### config.mk
export PLATFORM = sky130hd
export DESIGN_NAME = evt_state_timer
export DESIGN_NICKNAME = d
export VERILOG_FILES = /design/src/rtl/evtmr_pkg.sv /design/src/rtl/evtmr_ctrl.sv /design/src/rtl/evtmr_dpath.sv /design/src/rtl/evt_state_timer.sv
export SDC_FILE = /design/constraint.sdc
export NUM_CORES = 1
export LEC_CHECK = 0
export BUFFER_PORTS_ARGS = -buffer_cell sky130_fd_sc_hd__clkbuf_2
export CORE_MARGIN = 4
export CORE_UTILIZATION = 25
export DETAILED_ROUTE_END_ITERATION = 10
export GPL_TIMING_DRIVEN = 0
export HOLD_SLACK_MARGIN = 0.1
export SLEW_MARGIN = 25
export SYNTH_ARGS = -nofsm -noshare
export SYNTH_HDL_FRONTEND = slang
export SYNTH_SLANG_ARGS = --single-unit
### constraint.sdc
create_clock -name clk -period 7.65 [get_ports clk]
set_input_delay 1.53 -clock clk [delete_from_list [all_inputs] [get_ports clk]]
set_output_delay 1.53 -clock clk [all_outputs]
set_load 0.005 [all_outputs]
### src/rtl/evtmr_pkg.sv
package evtmr_pkg;
  parameter int CNT_W  = 32;
  parameter int EVT_N  = 6;
  parameter int REG_N  = 5;
  parameter int ST_N   = 8;
  parameter int IN_N   = 4;
  parameter int OUT_N  = 4;
  localparam int HALF_W = CNT_W / 2;
  localparam int ST_W   = $clog2(ST_N);
  localparam int SEL_W  = 3;
  localparam int SEL_N  = 1 << SEL_W;
  localparam int IN_W   = $clog2(IN_N);

  localparam logic [7:0] ADDR_MODE  = 8'h00;
  localparam logic [7:0] ADDR_STATE = 8'h01;
  localparam logic [7:0] ADDR_EVT   = 8'h08;
  localparam logic [7:0] ADDR_OUT   = 8'h10;
  localparam logic [7:0] ADDR_VAL   = 8'h18;
  localparam logic [7:0] ADDR_RCTL  = 8'h20;

  typedef enum logic [1:0] {COND_HIGH, COND_LOW, COND_RISE, COND_FALL} inCond_e;
  typedef enum logic [1:0] {EV_OFF, EV_MATCH, EV_INPUT, EV_BOTH} evMode_e;

  typedef struct packed {
    logic split;
    logic bidirLo;
    logic bidirHi;
    logic runLo;
    logic runHi;
  } modeCfg_t;

  typedef struct packed {
    logic [ST_N-1:0]  stateMask;
    logic [SEL_W-1:0] matchSel;
    logic [IN_W-1:0]  inSel;
    inCond_e          inCond;
    evMode_e          mode;
    logic             limitLo;
    logic             limitHi;
    logic             loadState;
    logic [ST_W-1:0]  newState;
  } evtCfg_t;

  typedef struct packed {
    logic [EVT_N-1:0] fired;
    logic             limitLo;
    logic             limitHi;
    logic [REG_N-1:0] capStb;
  } ctlStrobe_t;

  function automatic evtCfg_t decodeEvt(input logic [31:0] d);
    evtCfg_t c;
    c.stateMask = d[7:0];
    c.matchSel  = d[10:8];
    c.inSel     = d[12:11];
    c.inCond    = inCond_e'(d[14:13]);
    c.mode      = evMode_e'(d[16:15]);
    c.limitLo   = d[17];
    c.limitHi   = d[18];
    c.loadState = d[19];
    c.newState  = d[22:20];
    return c;
  endfunction
endpackage

### src/rtl/evtmr_ctrl.sv
module evtmr_ctrl
  import evtmr_pkg::*;
(
  input  logic             clk,
  input  logic             rstN,
  input  logic             cfgWrEn,
  input  logic [7:0]       cfgAddr,
  input  logic [31:0]      cfgData,
  input  logic [IN_N-1:0]  inPins,
  input  modeCfg_t         modeCfg,
  input  logic [REG_N-1:0] eqFull,
  input  logic [REG_N-1:0] eqLo,
  input  logic [REG_N-1:0] eqHi,
  output ctlStrobe_t       strobe,
  output logic [ST_W-1:0]  stateVal,
  output logic [OUT_N-1:0] outPins
);
  evtCfg_t          evtCfg [EVT_N];
  logic [EVT_N-1:0] setMask [OUT_N];
  logic [EVT_N-1:0] clrMask [OUT_N];
  logic [REG_N-1:0] isCap;
  logic [REG_N-1:0] useHigh;
  logic [SEL_W-1:0] capEvt [REG_N];
  logic [IN_N-1:0]  inPrev;
  logic [ST_W-1:0]  curState, nextState;
  logic [OUT_N-1:0] outReg, nextOut;
  logic [REG_N-1:0] matchHit;
  logic [SEL_N-1:0] matchPad;
  logic [EVT_N-1:0] fired;
  logic [SEL_N-1:0] firedPad;
  logic [EVT_N-1:0] limLoVec, limHiVec;

  // Compare results qualified by register role and counter layout
  always_comb begin
    for (int k = 0; k < REG_N; k++) begin
      if (isCap[k])           matchHit[k] = 1'b0;
      else if (!modeCfg.split) matchHit[k] = eqFull[k];
      else                     matchHit[k] = useHigh[k] ? eqHi[k] : eqLo[k];
    end
    matchPad = '0;
    matchPad[REG_N-1:0] = matchHit;
  end

  // Per-event configuration storage and evaluation
  for (genvar e = 0; e < EVT_N; e++) begin : g_evt
    logic stOk, mHit, iHit, inNow, inOld;
    always_ff @(posedge clk or negedge rstN) begin
      if (!rstN)
        evtCfg[e] <= '0;
      else if (cfgWrEn && cfgAddr == 8'(ADDR_EVT + e))
        evtCfg[e] <= decodeEvt(cfgData);
    end
    always_comb begin
      stOk  = evtCfg[e].stateMask[curState];
      mHit  = matchPad[evtCfg[e].matchSel];
      inNow = inPins[evtCfg[e].inSel];
      inOld = inPrev[evtCfg[e].inSel];
      unique case (evtCfg[e].inCond)
        COND_HIGH: iHit = inNow;
        COND_LOW:  iHit = !inNow;
        COND_RISE: iHit = inNow && !inOld;
        default:   iHit = !inNow && inOld;
      endcase
      unique case (evtCfg[e].mode)
        EV_OFF:   fired[e] = 1'b0;
        EV_MATCH: fired[e] = stOk && mHit;
        EV_INPUT: fired[e] = stOk && iHit;
        default:  fired[e] = stOk && mHit && iHit;
      endcase
      limLoVec[e] = evtCfg[e].limitLo;
      limHiVec[e] = evtCfg[e].limitHi;
    end
  end

  // Output mask storage
  for (genvar o = 0; o < OUT_N; o++) begin : g_outCfg
    always_ff @(posedge clk or negedge rstN) begin
      if (!rstN) begin
        setMask[o] <= '0;
        clrMask[o] <= '0;
      end else if (cfgWrEn && cfgAddr == 8'(ADDR_OUT + o)) begin
        setMask[o] <= cfgData[EVT_N-1:0];
        clrMask[o] <= cfgData[8 +: EVT_N];
      end
    end
  end

  // Match/capture register roles
  for (genvar k = 0; k < REG_N; k++) begin : g_regCtl
    always_ff @(posedge clk or negedge rstN) begin
      if (!rstN) begin
        isCap[k]   <= 1'b0;
        useHigh[k] <= 1'b0;
        capEvt[k]  <= '0;
      end else if (cfgWrEn && cfgAddr == 8'(ADDR_RCTL + k)) begin
        isCap[k]   <= cfgData[0];
        useHigh[k] <= cfgData[1];
        capEvt[k]  <= cfgData[2 +: SEL_W];
      end
    end
  end

  // State transition: later (higher) events override earlier ones
  always_comb begin
    nextState = curState;
    for (int e = 0; e < EVT_N; e++)
      if (fired[e] && evtCfg[e].loadState) nextState = evtCfg[e].newState;
    if (cfgWrEn && cfgAddr == ADDR_STATE) nextState = cfgData[ST_W-1:0];
  end

  // Output update with toggle on simultaneous set and clear
  always_comb begin
    for (int o = 0; o < OUT_N; o++) begin
      unique case ({|(setMask[o] & fired), |(clrMask[o] & fired)})
        2'b11:   nextOut[o] = !outReg[o];
        2'b10:   nextOut[o] = 1'b1;
        2'b01:   nextOut[o] = 1'b0;
        default: nextOut[o] = outReg[o];
      endcase
    end
  end

  always_ff @(posedge clk or negedge rstN) begin
    if (!rstN) begin
      curState <= '0;
      outReg   <= '0;
      inPrev   <= '0;
    end else begin
      curState <= nextState;
      outReg   <= nextOut;
      inPrev   <= inPins;
    end
  end

  // Strobes towards the datapath
  always_comb begin
    firedPad = '0;
    firedPad[EVT_N-1:0] = fired;
    strobe.fired   = fired;
    strobe.limitLo = |(fired & limLoVec);
    strobe.limitHi = |(fired & limHiVec);
    for (int k = 0; k < REG_N; k++)
      strobe.capStb[k] = isCap[k] && firedPad[capEvt[k]];
  end

  assign stateVal = curState;
  assign outPins  = outReg;
endmodule

### src/rtl/evtmr_dpath.sv
module evtmr_dpath
  import evtmr_pkg::*;
(
  input  logic                   clk,
  input  logic                   rstN,
  input  logic                   countEn,
  input  logic                   cfgWrEn,
  input  logic [7:0]             cfgAddr,
  input  logic [31:0]            cfgData,
  input  ctlStrobe_t             strobe,
  output modeCfg_t               modeCfg,
  output logic [CNT_W-1:0]       countVal,
  output logic [REG_N*CNT_W-1:0] regVal,
  output logic [REG_N-1:0]       eqFull,
  output logic [REG_N-1:0]       eqLo,
  output logic [REG_N-1:0]       eqHi
);
  typedef struct packed {
    logic             up;
    logic [CNT_W-1:0] val;
  } stepRes_t;

  logic [CNT_W-1:0] cnt, nextCnt;
  logic             dirLo, dirHi, nextDirLo, nextDirHi;
  logic [CNT_W-1:0] regs [REG_N];
  stepRes_t         rLo, rHi;

  function automatic stepRes_t stepCount(input logic [CNT_W-1:0] v, input logic bidir,
                                         input logic up, input logic limit);
    stepRes_t r;
    r.up  = up;
    r.val = v;
    if (!bidir) begin
      r.up  = 1'b1;
      r.val = limit ? '0 : v + 1'b1;
    end else if (up) begin
      if (limit && v != '0) begin
        r.up  = 1'b0;
        r.val = v - 1'b1;
      end else begin
        r.val = v + 1'b1;
      end
    end else if (limit || v == '0) begin
      r.up  = 1'b1;
      r.val = v + 1'b1;
    end else begin
      r.val = v - 1'b1;
      if (v == CNT_W'(1)) r.up = 1'b1;
    end
    return r;
  endfunction

  always_ff @(posedge clk or negedge rstN) begin
    if (!rstN)
      modeCfg <= '0;
    else if (cfgWrEn && cfgAddr == ADDR_MODE) begin
      modeCfg.split   <= cfgData[0];
      modeCfg.bidirLo <= cfgData[1];
      modeCfg.bidirHi <= cfgData[2];
      modeCfg.runLo   <= cfgData[3];
      modeCfg.runHi   <= cfgData[4];
    end
  end

  always_comb begin
    nextCnt   = cnt;
    nextDirLo = dirLo;
    nextDirHi = dirHi;
    rLo = stepCount(modeCfg.split ? {{HALF_W{1'b0}}, cnt[HALF_W-1:0]} : cnt,
                    modeCfg.bidirLo, dirLo, strobe.limitLo);
    rHi = stepCount({{HALF_W{1'b0}}, cnt[CNT_W-1:HALF_W]},
                    modeCfg.bidirHi, dirHi, strobe.limitHi);
    if (countEn && modeCfg.runLo) begin
      nextDirLo = rLo.up;
      if (modeCfg.split) nextCnt[HALF_W-1:0] = rLo.val[HALF_W-1:0];
      else               nextCnt = rLo.val;
    end
    if (countEn && modeCfg.split && modeCfg.runHi) begin
      nextDirHi = rHi.up;
      nextCnt[CNT_W-1:HALF_W] = rHi.val[HALF_W-1:0];
    end
  end

  always_ff @(posedge clk or negedge rstN) begin
    if (!rstN) begin
      cnt   <= '0;
      dirLo <= 1'b1;
      dirHi <= 1'b1;
    end else begin
      cnt   <= nextCnt;
      dirLo <= nextDirLo;
      dirHi <= nextDirHi;
    end
  end

  // Match/capture values: a configuration write takes priority over a capture
  for (genvar k = 0; k < REG_N; k++) begin : g_reg
    always_ff @(posedge clk or negedge rstN) begin
      if (!rstN)
        regs[k] <= '0;
      else if (cfgWrEn && cfgAddr == 8'(ADDR_VAL + k))
        regs[k] <= cfgData[CNT_W-1:0];
      else if (strobe.capStb[k])
        regs[k] <= cnt;
    end
    assign eqFull[k] = (regs[k] == cnt);
    assign eqLo[k]   = (regs[k][HALF_W-1:0] == cnt[HALF_W-1:0]);
    assign eqHi[k]   = (regs[k][HALF_W-1:0] == cnt[CNT_W-1:HALF_W]);
    assign regVal[k*CNT_W +: CNT_W] = regs[k];
  end

  assign countVal = cnt;
endmodule

### src/rtl/evt_state_timer.sv
module evt_state_timer
  import evtmr_pkg::*;
(
  input  logic                   clk,
  input  logic                   rstN,
  input  logic                   countEn,
  input  logic                   cfgWrEn,
  input  logic [7:0]             cfgAddr,
  input  logic [31:0]            cfgData,
  input  logic [IN_N-1:0]        inPins,
  output logic [OUT_N-1:0]       outPins,
  output logic [ST_W-1:0]        stateVal,
  output logic [EVT_N-1:0]       evtFired,
  output logic [CNT_W-1:0]       countVal,
  output logic [REG_N*CNT_W-1:0] regVal
);
  modeCfg_t         modeCfg;
  ctlStrobe_t       strobe;
  logic [REG_N-1:0] eqFull, eqLo, eqHi;

  evtmr_ctrl u_ctrl (
    .clk(clk), .rstN(rstN), .cfgWrEn(cfgWrEn), .cfgAddr(cfgAddr), .cfgData(cfgData),
    .inPins(inPins), .modeCfg(modeCfg), .eqFull(eqFull), .eqLo(eqLo), .eqHi(eqHi),
    .strobe(strobe), .stateVal(stateVal), .outPins(outPins)
  );

  evtmr_dpath u_dpath (
    .clk(clk), .rstN(rstN), .countEn(countEn), .cfgWrEn(cfgWrEn), .cfgAddr(cfgAddr),
    .cfgData(cfgData), .strobe(strobe), .modeCfg(modeCfg), .countVal(countVal),
    .regVal(regVal), .eqFull(eqFull), .eqLo(eqLo), .eqHi(eqHi)
  );

  assign evtFired = strobe.fired;
endmodule

# Word-level counts from Yosys, hierarchy flattened

Cells that the tools add are included.

Add/subtract/negate cells: 4
Magnitude comparators: 18
Eq/ne operators: 75
Mux-type cells: 124
Bitwise operators: 10
Reductions and logical operators: 125

Operators by type and width:

| operator              | count |
|---|---|
| $mux 32               | 16 |
| $mux 33               | 6 |
| $eq 16x16->1          | 10 |
| $eq 32x32->1          | 5 |
| $eq 8x5->1 const B    | 9 |
| $logic_and 1x1->1     | 68 |
| $and 6x6->6           | 10 |
| $reduce_or 6->1       | 10 |
| $bmux 1 s3            | 17 |
| $eq 8x4->1 const B    | 6 |
| $lt 3x4->1 const B    | 12 |
| $mux 1                | 48 |
| $pmux 1 s3            | 16 |
| $eq 2x2->1 const B    | 20 |
| $eq 8x6->1 const B    | 5 |
| $add 32x1->32 const B | 1 |
| $eq 2x1->1 const B    | 16 |
| $eq 32x1->1 const B   | 1 |
| $logic_not 32->1      | 1 |
| $mux 16               | 2 |
| $reduce_bool 32->1    | 1 |
| $sub 32x1->32 const B | 1 |
| $bmux 1 s2            | 12 |
| $logic_not 2->1       | 12 |
| 16 further kinds      | 51 |

Register bits: 421
Input bits: 48
Word-level logic and storage cells: 453

# Logic depth before layout (Yosys ltp)

Gate-level depths: netlist of the first run.

Word-level depth: 18
Depth in mapped cells: 17
Depth with buffers taken out: 14

# Cells and area by module

From an unflattened synthesis of the first run, not the netlist that was laid out.

Cell total of the unflattened synthesis: 2363
Area, all modules: 24692.4 um^2

By module, submodules not included:

| module      | instances | cells an instance | area an instance (um^2) | sequential area each (um^2) |
|---|---|---|---|---|
| evtmr_dpath | 1         | 1555              | 13890.8                 | 4982.3 |
| evtmr_ctrl  | 1         | 808               | 10801.6                 | 5555.3 |

# Least setup slack after synthesis of the first run

Ideal clock, no wire load.

Path type: input-to-output
Start point: input inPins[3]
End point: output evtFired[5]
Arrival: 3.499 ns
Data required time: 6.120 ns
Slack: 2.621 ns
Cell stages on the path: 8
Buffers on the path: 1
Cell sequence: mux4_2 -> mux2i_1 -> nor4_1 -> nand2b_1 -> a2111oi_0 -> nor2_1 -> o311ai_4 -> clkbuf_1

Longest elaborated chain between the ends: 7
Elaborated cells between the ends (all ways): 9

RTL lines:

| element                              | line                               | text |
|---|---|---|
| start, declared                      | evt_state_timer.sv:10              | `input logic [IN_N-1:0] inPins,` |
| $bmux 1 s2 *                         | evtmr_ctrl.sv:56                   | `inNow = inPins[evtCfg[e].inSel];` |
| $mux 1 (not written as such) *       | evtmr_ctrl.sv:56                   |  |
| $logic_not 1->1                      | evtmr_ctrl.sv:60, evtmr_ctrl.sv:62 |  |
| $logic_and 1x1->1                    | evtmr_ctrl.sv:62                   | `default: iHit = !inNow && inOld;` |
| $pmux 1 s3 *                         | evtmr_ctrl.sv:58                   | `unique case (evtCfg[e].inCond)` |
| $logic_and 1x1->1 (on tied branches) | evtmr_ctrl.sv:68, evtmr_ctrl.sv:67 |  |
| $pmux 1 s3 *                         | evtmr_ctrl.sv:64                   | `unique case (evtCfg[e].mode)` |
| end, declared                        | evt_state_timer.sv:13              | `output logic [EVT_N-1:0] evtFired,` |

Every way passes the cells marked *; elsewhere a longest branch is shown, timed or not. The select of a mux whose other input is x is not followed.

# Worst setup path after layout of the first run

Start point: register u_dpath.cnt[28], in the netlist u_dpath.countVal[28]
End point: output evtFired[4]

Longest elaborated chain between the ends: 9
Elaborated cells between the ends (all ways): 30

RTL lines:

| element                        | line                               | text |
|---|---|---|
| start, declared                | evtmr_dpath.sv:23                  | `logic [CNT_W-1:0] cnt, nextCnt;` |
| start signal, assigned         | evtmr_dpath.sv:90                  | `cnt <= nextCnt;` |
| $eq 16x16->1                   | evtmr_dpath.sv:108                 | `assign eqHi[k] = (regs[k][HALF_W-1:0] == cnt[CNT_W-1:HALF_W]);` |
| $mux 1                         | evtmr_ctrl.sv:38                   | `else matchHit[k] = useHigh[k] ? eqHi[k] : eqLo[k];` |
| $mux 1                         | evtmr_ctrl.sv:37                   | `else if (!modeCfg.split) matchHit[k] = eqFull[k];` |
| $mux 1                         | evtmr_ctrl.sv:36                   | `if (isCap[k]) matchHit[k] = 1'b0;` |
| $bmux 1 s3 *                   | evtmr_ctrl.sv:55                   | `mHit = matchPad[evtCfg[e].matchSel];` |
| $mux 1 (not written as such) * | evtmr_ctrl.sv:55                   |  |
| $logic_and 1x1->1 *            | evtmr_ctrl.sv:66, evtmr_ctrl.sv:68 |  |
| $logic_and 1x1->1              | evtmr_ctrl.sv:68                   | `default: fired[e] = stOk && mHit && iHit;` |
| $pmux 1 s3 *                   | evtmr_ctrl.sv:64                   |  |

Marked as above.

==> results of run 1 <==
-- metal layers --
layer,routed length (um),part of all wire (%),global-route usage (%),vias up
li1,-,-,-,12714
met5,0,0,0,-
met2,64500,42,35.7,2024
met4,9030,5.9,12.0,0
met3,21100,14,8.49,376
met1,57700,38,30.8,14636
-- flip-flops by register name, summed over array words and instances (netlist names) --
signal / cells
u_ctrl.useHigh: 5
u_ctrl.evtCfg: 138
u_dpath.regVal: 160
u_dpath.modeCfg: 5
u_ctrl.outPins: 4
u_ctrl.setMask: 24
u_ctrl.isCap: 5
u_ctrl.clrMask: 24
u_dpath.countVal: 32
u_ctrl.inPrev: 4
u_dpath.dirHi: 1
u_dpath.dirLo: 1
u_ctrl.stateVal: 3
u_ctrl.capEvt: 15
-- per-stage QoR --
step           hold WS (ns)  util, %  power (mW)  cell area, um2
6_report              0.501     29.7        6.56           34100
5_1_grt               0.511     29.7        6.74           34100
4_1_cts               0.499     29.7        6.52           34100
3_5_place_dp          0.484     28.2        4.06           32500
3_3_place_gp          0.480     28.1        4.04           32300
2_1_floorplan         0.470        -        3.34           29100
-- final timing paths --
path / startpoint / to / slack, ns / cells past startpoint
worst max-delay path: u_dpath.countVal[28] / evtFired[4] / 0.25 / 11
worst min-delay path: u_ctrl.evtCfg[40] / u_ctrl.evtCfg[40] / 0.50 / 1
worst max register to register: u_dpath.countVal[28] / u_dpath.regVal[95] / 0.85 / 15
worst min register to register: u_ctrl.evtCfg[40] / u_ctrl.evtCfg[40] / 0.50 / 1
max in group asynchronous: rstN / u_dpath.dirLo / 5.51 / 3
min in group asynchronous: rstN / u_ctrl.evtCfg[56] / 0.88 / 1
-- logic make-up (layout without fill, tap and decap cells) --
group,Yosys count,in the layout
simple gates,1466,1466
flops,421,421
compound gates,404,404
buf+inv,373,721
mux,364,364
xor+xnor,258,258
fa+ha+maj,15,15
other cells,0,3
-- critical path, delay by kind of cell, from the launching register on --
| kind | cells | cell delay, ns |
|---|---|---|
| mux | 1 | 0.18 |
| compound gates | 3 | 1.58 |
| flops | 1 | 0.74 |
| simple gates | 3 | 1.08 |
| buf+inv | 3 | 1.40 |
| xor+xnor | 1 | 0.19 |
-- power by group --
part | total (mW) | switching [mW] | internal, mW
Sequential | 2.47 | 0.145 | 2.32
Combinational | 1.63 | 1.13 | 0.495
Clock | 2.47 | 1.11 | 1.36
-- cell type report --
class	instances	area, um2	share of cell area [%]
diodes	3	7.51	0.0220
repair buffers	258	1420	4.15
plain buffers	337	1390	4.06
inverters	36	135	0.396
multi-input cells	2507	17100	50.1
flip-flops and latches	421	10500	30.9
clock inverters	19	200	0.587
well taps	1512	1890	5.54
clock buffers	71	1440	4.22
-- cell usage in the layout (no fill, tap or decap), types with 12 or more instances in the layout --
cell type,netlist,layout
nand3_1,54,54
o21ai_0,36,36
nand3b_1,18,18
buf_1,38,37
nand4_1,110,110
clkbuf_16,0,50
o31ai_1,168,168
mux2_2,226,226
nor2_1,365,365
xnor2_1,224,224
clkbuf_1,250,258
nor4_1,205,205
mux4_2,29,29
ha_1,15,15
and2_1,17,17
nand2_1,237,237
nor3_1,350,348
dfrtp_1,419,419
xor2_1,34,34
nand2b_1,18,18
a31oi_1,13,13
or3_1,14,14
clkbuf_2,0,253
nor2b_1,13,13
buf_2,39,40
a21oi_1,45,45
inv_1,31,31
mux2i_1,108,108
clkbuf_8,0,12
and3_1,17,17
==> metrics.md, run 1 <==
| Metric | Value |
|---|---|
| Largest family of logic cells by synthesized area | simple AND/OR/NAND/NOR gates |
| Worst-case clock skew | 0.0276 ns |
| Resized Gates After CTS | 0 |
| Root buffer cell | clkbuf_16 |
| Post-synth top cells | 419 x dfrtp_1, 365 x nor2_1, 350 x nor3_1 |
| Xor/xnor share of the synthesized area | 7.76% |
| First-pass GRT wire length | 213 mm |
| Async SR Flop Fraction | 100% |
| Top-level I/O count | 253 |
| Die width | 349 um |
| Pin slew with the least headroom to its limit | 1.16 ns |
| Netlist cell types | 85 |
| Number of max-cap violations | 0 |
| Mapped Avg Cell Area | 8.82 um2 |
| Vias | 29750 |
| H-tree depth | 2 |
| # Post-CTS Setup Buffers | 0 |
| Leakage | 13.4 nW |
| Number of global-route vias before repair | 28311 |
| Synth top area share | 36.0% |
| Detail Placement HPWL | 118 mm |
| Hold crit path type | register to register |
| Post-synth EDFFs | 0 |
| CTS tree | yes |
| Sequential-to-total area share from yosys stat | 36.2% |
| Critical Path Sink Type | output pin |
| Die H | 349 um |
| DRC viols | 0 |
| Fin cells | 5164 |
| Overall Global Routing Usage | 24.0% |
| Mux contribution to synthesized area | 14.7% |
| Crit path cell chain | buf_2, mux2i_1, xnor2_1, nor4_1, nand4_1, o31ai_1, o221ai_1, o21ai_0, and2_1, buf_1, clkbuf_2 |
| Most numerous cell in the Yosys netlist | dfrtp_1 |
| # fillers | 12296 |
| CP Data Arrival Time | 5.87 ns |
| Crit path max-delay cell type | o31ai_1 |
| Startpoint types | register |
| Tcrit/Tclk final | 96.7% |
| DRT Wirelength | 152 mm |
| Yosys reg bits | 421 |
| VDD IR max | 0.187 mV |
| Drt wl/cell | 29.5 um |
| Setup_tns | 0 ns |
| Die area | 122000 um2 |
| Ranking of synthesized cells by area | dfrtp_1 36%, mux2_2 8.7%, xnor2_1 6.7% |
| Vias per cell | 5.76 |
| Mapped cell area | 29100 um2 |
| Clk_lat worst skew | 0.66 ns |
| Final Critical Period | 7.40 ns |
| Fin. Hold Viols | 0 |
| Fmax | 0.135 GHz |
| Maximum root-to-sink buffer count | 3 |
| Clock slew at reported path FFs | 0.06 ns |
| Kind of critical path | register to output pin |
| Initial core utilization | 25.3% |
| Core area | 115000 um2 |
| Routed Antenna Nets | 0 |
| Max stage delay on crit path | 0.80 ns |
| Count of input and output buffers | 252 |
| Power per cell area | 192 nW/um2 |
| Clock sink total | 421 |
| Synth Flop Type | dfrtp_1 |
| Slack of the critical path | 0.254 ns |
| Final GP Congestion | 1.04 |
| Site Rows | 124 |
| Share of cells above drive strength 1 | 18.7% |
| Global route total overflow | 0 |
| CP required | 6.12 ns |
| Post-Synth Adder-Cell Area | 0.645% |
| Layout area overhead | 17.2% |
| # hold bufs at CTS | 0 |
| Status | finished clean |
| Cells after synthesis | 3301 |
| Largest net degree at the start of global routing | 85 |
| Max-slew violation count | 0 |
| Worst-path fanout max | 10 |
| Initial antenna violation count | 5 |
| Compound-gate portion of the synthesized area | 10.5% |
| Syn Nets | 3364 |
| Simple-gate share of the synthesized area | 25.0% |
| Final setup viols | 0 |
| Leading area contributor after synthesis | dfrtp_1 |
| First-pass iteration count of the detailed router | 6 |
| Nets | 3674 |
| Setup WS pre-CTS | 1.26 ns |
| Relative slew slack | 22.9% |
| Synth warnings | 0 |
| RSZ-0062 raised after global routing | no |
| Placed cell count | 5071 |
| TritonCTS buffer count | 50 |
| Number of DRC markers in iteration 0 | 4232 |
Note: power is estimated with default switching activity, not from simulation.
==> inputs of run 2 (changes only) <==
PLACE_DENSITY = 0.51   (was unset)
==> run 2 against run 1 <==
  * Global-route usage grew 1.1 points
  * Critical path type unchanged
  * Clock power is 11% higher
  * Count of clock-buffer cells in the layout rose by 2
  * Setup slack got worse by 0.15 ns
  * Critical endpoint unchanged
  * Power up 5.0%
  * Design area up 0.82%
  * Largest power group is now clock
  * Sequential power hardly changed
  * Via count increased by 0.74%
  * Sequential cell count unchanged
  * Register-to-register slack got worse by 0.32 ns
  * First-iteration DRC count down 9.1%
  * Wire length up 4.8%
==> metrics.md, run 2 (synthesis results as in run 1) <==
| Metric | Value |
|---|---|
| RSZ-0062 raised after global routing | no (unchanged) |
| Multi-input logic area | 17100 um2 (about the same) |
| Relative slew slack | 25.1% (was 22.9%) |
| CP Data Arrival Time | 6.02 ns (was 5.87 ns) |
| Maximum root-to-sink buffer count | 3 (unchanged) |
| Resized Gates After CTS | 0 (unchanged) |
| First-pass GRT wire length | 222 mm (was 213 mm) |
| Fmax | 0.133 GHz (was 0.135 GHz) |
| H-tree depth | 2 (unchanged) |
| CTS tree | yes (unchanged) |
| Initial antenna violation count | 2 (was 5) |
| Core area | 115000 um2 (unchanged) |
| Fin Hold WS | 0.500 ns (was 0.501 ns) |
| Placed Area | 32500 um2 (about the same) |
| Max reg flops | 160 (unchanged) |
| Power Total | 6.89 mW (was 6.56 mW) |
| Die width | 349 um (unchanged) |
| Final Critical Period | 7.55 ns (was 7.40 ns) |
| Power per cell area | 200 nW/um2 (was 192 nW/um2) |
| Final setup viols | 0 (unchanged) |
| # Post-CTS Setup Buffers | 0 (unchanged) |
| Root buffer cell | clkbuf_16 (unchanged) |
| Most frequent cells in the layout | 419 x dfrtp_1, 364 x nor2_1, 348 x nor3_1, 256 x clkbuf_1, 255 x clkbuf_2 (was 419 x dfrtp_1, 365 x nor2_1, 348 x nor3_1, 258 x clkbuf_1, 253 x clkbuf_2) |
| Worst-case clock skew | 0.0262 ns (was 0.0276 ns) |
| Drt wl/cell | 30.9 um (was 29.5 um) |
| Max-slew violation count | 0 (unchanged) |
| VDD IR max | 0.183 mV (was 0.187 mV) |
| Layout area overhead | 18.1% (was 17.2%) |
| Fin. Hold Viols | 0 (unchanged) |
| Worst-path fanout max | 10 (unchanged) |
| DRT Wirelength | 160 mm (was 152 mm) |
| Number of DRC markers in iteration 0 | 3849 (was 4232) |
| # fillers | 12336 (was 12296) |
| # hold bufs at CTS | 0 (unchanged) |
| Most common cell after layout, fill and taps aside | dfrtp_1 (unchanged) |
| Share of cells above drive strength 1 | 19.0% (was 18.7%) |
| Routed Antenna Nets | 0 (unchanged) |
| Detail Placement HPWL | 123 mm (was 118 mm) |
| Kind of critical path | register to output pin (unchanged) |
| Post-route cell area | 34400 um2 (was 34100 um2) |
| Top-level I/O count | 253 (unchanged) |
| Hold crit path type | register to register (unchanged) |
| Tcrit/Tclk final | 98.6% (was 96.7%) |
| Startpoint types | register (unchanged) |
| Setup_tns | 0 ns (unchanged) |
| Critical Path Sink Type | output pin (unchanged) |
| Number of global-route vias before repair | 28571 (was 28311) |
| Status | finished clean (unchanged) |
| Leakage | 13.5 nW (was 13.4 nW) |
| Die H | 349 um (unchanged) |
| Clock sink total | 421 (unchanged) |
| Global route total overflow | 0 (unchanged) |
| Vias per cell | 5.79 (was 5.76) |
| First-pass iteration count of the detailed router | 8 (was 6) |
| Clk_lat worst skew | 0.65 ns (was 0.66 ns) |
| Nets | 3678 (was 3674) |
| CP required | 6.12 ns (about the same) |
| DRC viols | 0 (unchanged) |
| TritonCTS buffer count | 52 (was 50) |
| Final GP Congestion | 1.01 (was 1.04) |
| Count of input and output buffers | 252 (unchanged) |
| Initial core utilization | 25.3% (unchanged) |
| Number of max-cap violations | 0 (unchanged) |
| FF+latch area | 10500 um2 (unchanged) |
| Die area | 122000 um2 (unchanged) |
| Site Rows | 124 (unchanged) |
| Largest net degree at the start of global routing | 76 (was 85) |
| Vias | 29971 (was 29750) |
| Overall Global Routing Usage | 25.1% (was 24.0%) |
| Clock slew at reported path FFs | 0.06 ns (about the same) |
| Pin slew with the least headroom to its limit | 1.12 ns (was 1.16 ns) |
==> run 2: cell count changes in the layout (fill, tap and decap cells not counted), moves of 2 or more <==
cell and delta:
clkbuf_16 +2, clkbuf_1 -2, clkbuf_2 +2, bufinv_16 +6
==> run 2: area by class of cell <==
class                   count  area share (%)
diodes                      3          0.0218
flip-flops and latches    421            30.6
clock inverters            24            1.12
clock buffers              73            4.33
plain buffers             337            4.03
inverters                  36           0.393
repair buffers            260            4.22
well taps                1512            5.50
multi-input cells        2507            49.8
==> run 2: path summary, 6_finish.rpt <==
kind                            depth (start not counted)            startpoint  slack, ns            endpoint
max in group asynchronous                               4                  rstN       5.43  u_ctrl.evtCfg[103]
min in group asynchronous                               1                  rstN       0.84  u_dpath.regVal[72]
worst min register to register                          1     u_ctrl.evtCfg[86]       0.50   u_ctrl.evtCfg[86]
worst min-delay path                                    1     u_ctrl.evtCfg[86]       0.50   u_ctrl.evtCfg[86]
worst max register to register                         15  u_dpath.countVal[16]       0.53  u_dpath.regVal[88]
worst max-delay path                                   11  u_dpath.countVal[16]       0.10         evtFired[4]
==> run 2: worst max-delay path: stages, from the launching register on <==
cell      delay [ns]
dfrtp_1         0.80
buf_2           0.60
mux2i_1         0.19
xnor2_1         0.16
a211oi_1        0.22
nand4_1         0.55
o31ai_1         0.85
o221ai_1        0.40
o21ai_0         0.41
and2_1          0.35
buf_1           0.56
clkbuf_2        0.26
==> run 2: per-layer routing <==
layer / part of all wire, % / vias up / GRT usage, %
met5: 0.017 / - / 0
met4: 5.8 / 4 / 12.1
met3: 11 / 345 / 6.31
met2: 43 / 1839 / 37.7
met1: 41 / 15085 / 33.7
li1: - / 12698 / -
==> run 2: power breakdown <==
group          total (mW)  internal [mW]  switching (mW)
Sequential           2.46           2.32           0.141
Combinational        1.68          0.498            1.19
Clock                2.74           1.61            1.13
Total                6.89           4.43            2.46
==> run 2: per-stage QoR <==
stage	utilization, %	std cells	worst slack [ns]
finish	29.9	5173	0.104
floorplan	-	3301	2.62
global route	29.9	5170	0.0896
CTS	29.9	5170	0.354
global placement	28.1	5065	-5.55
detailed placement	28.3	5073	0.952
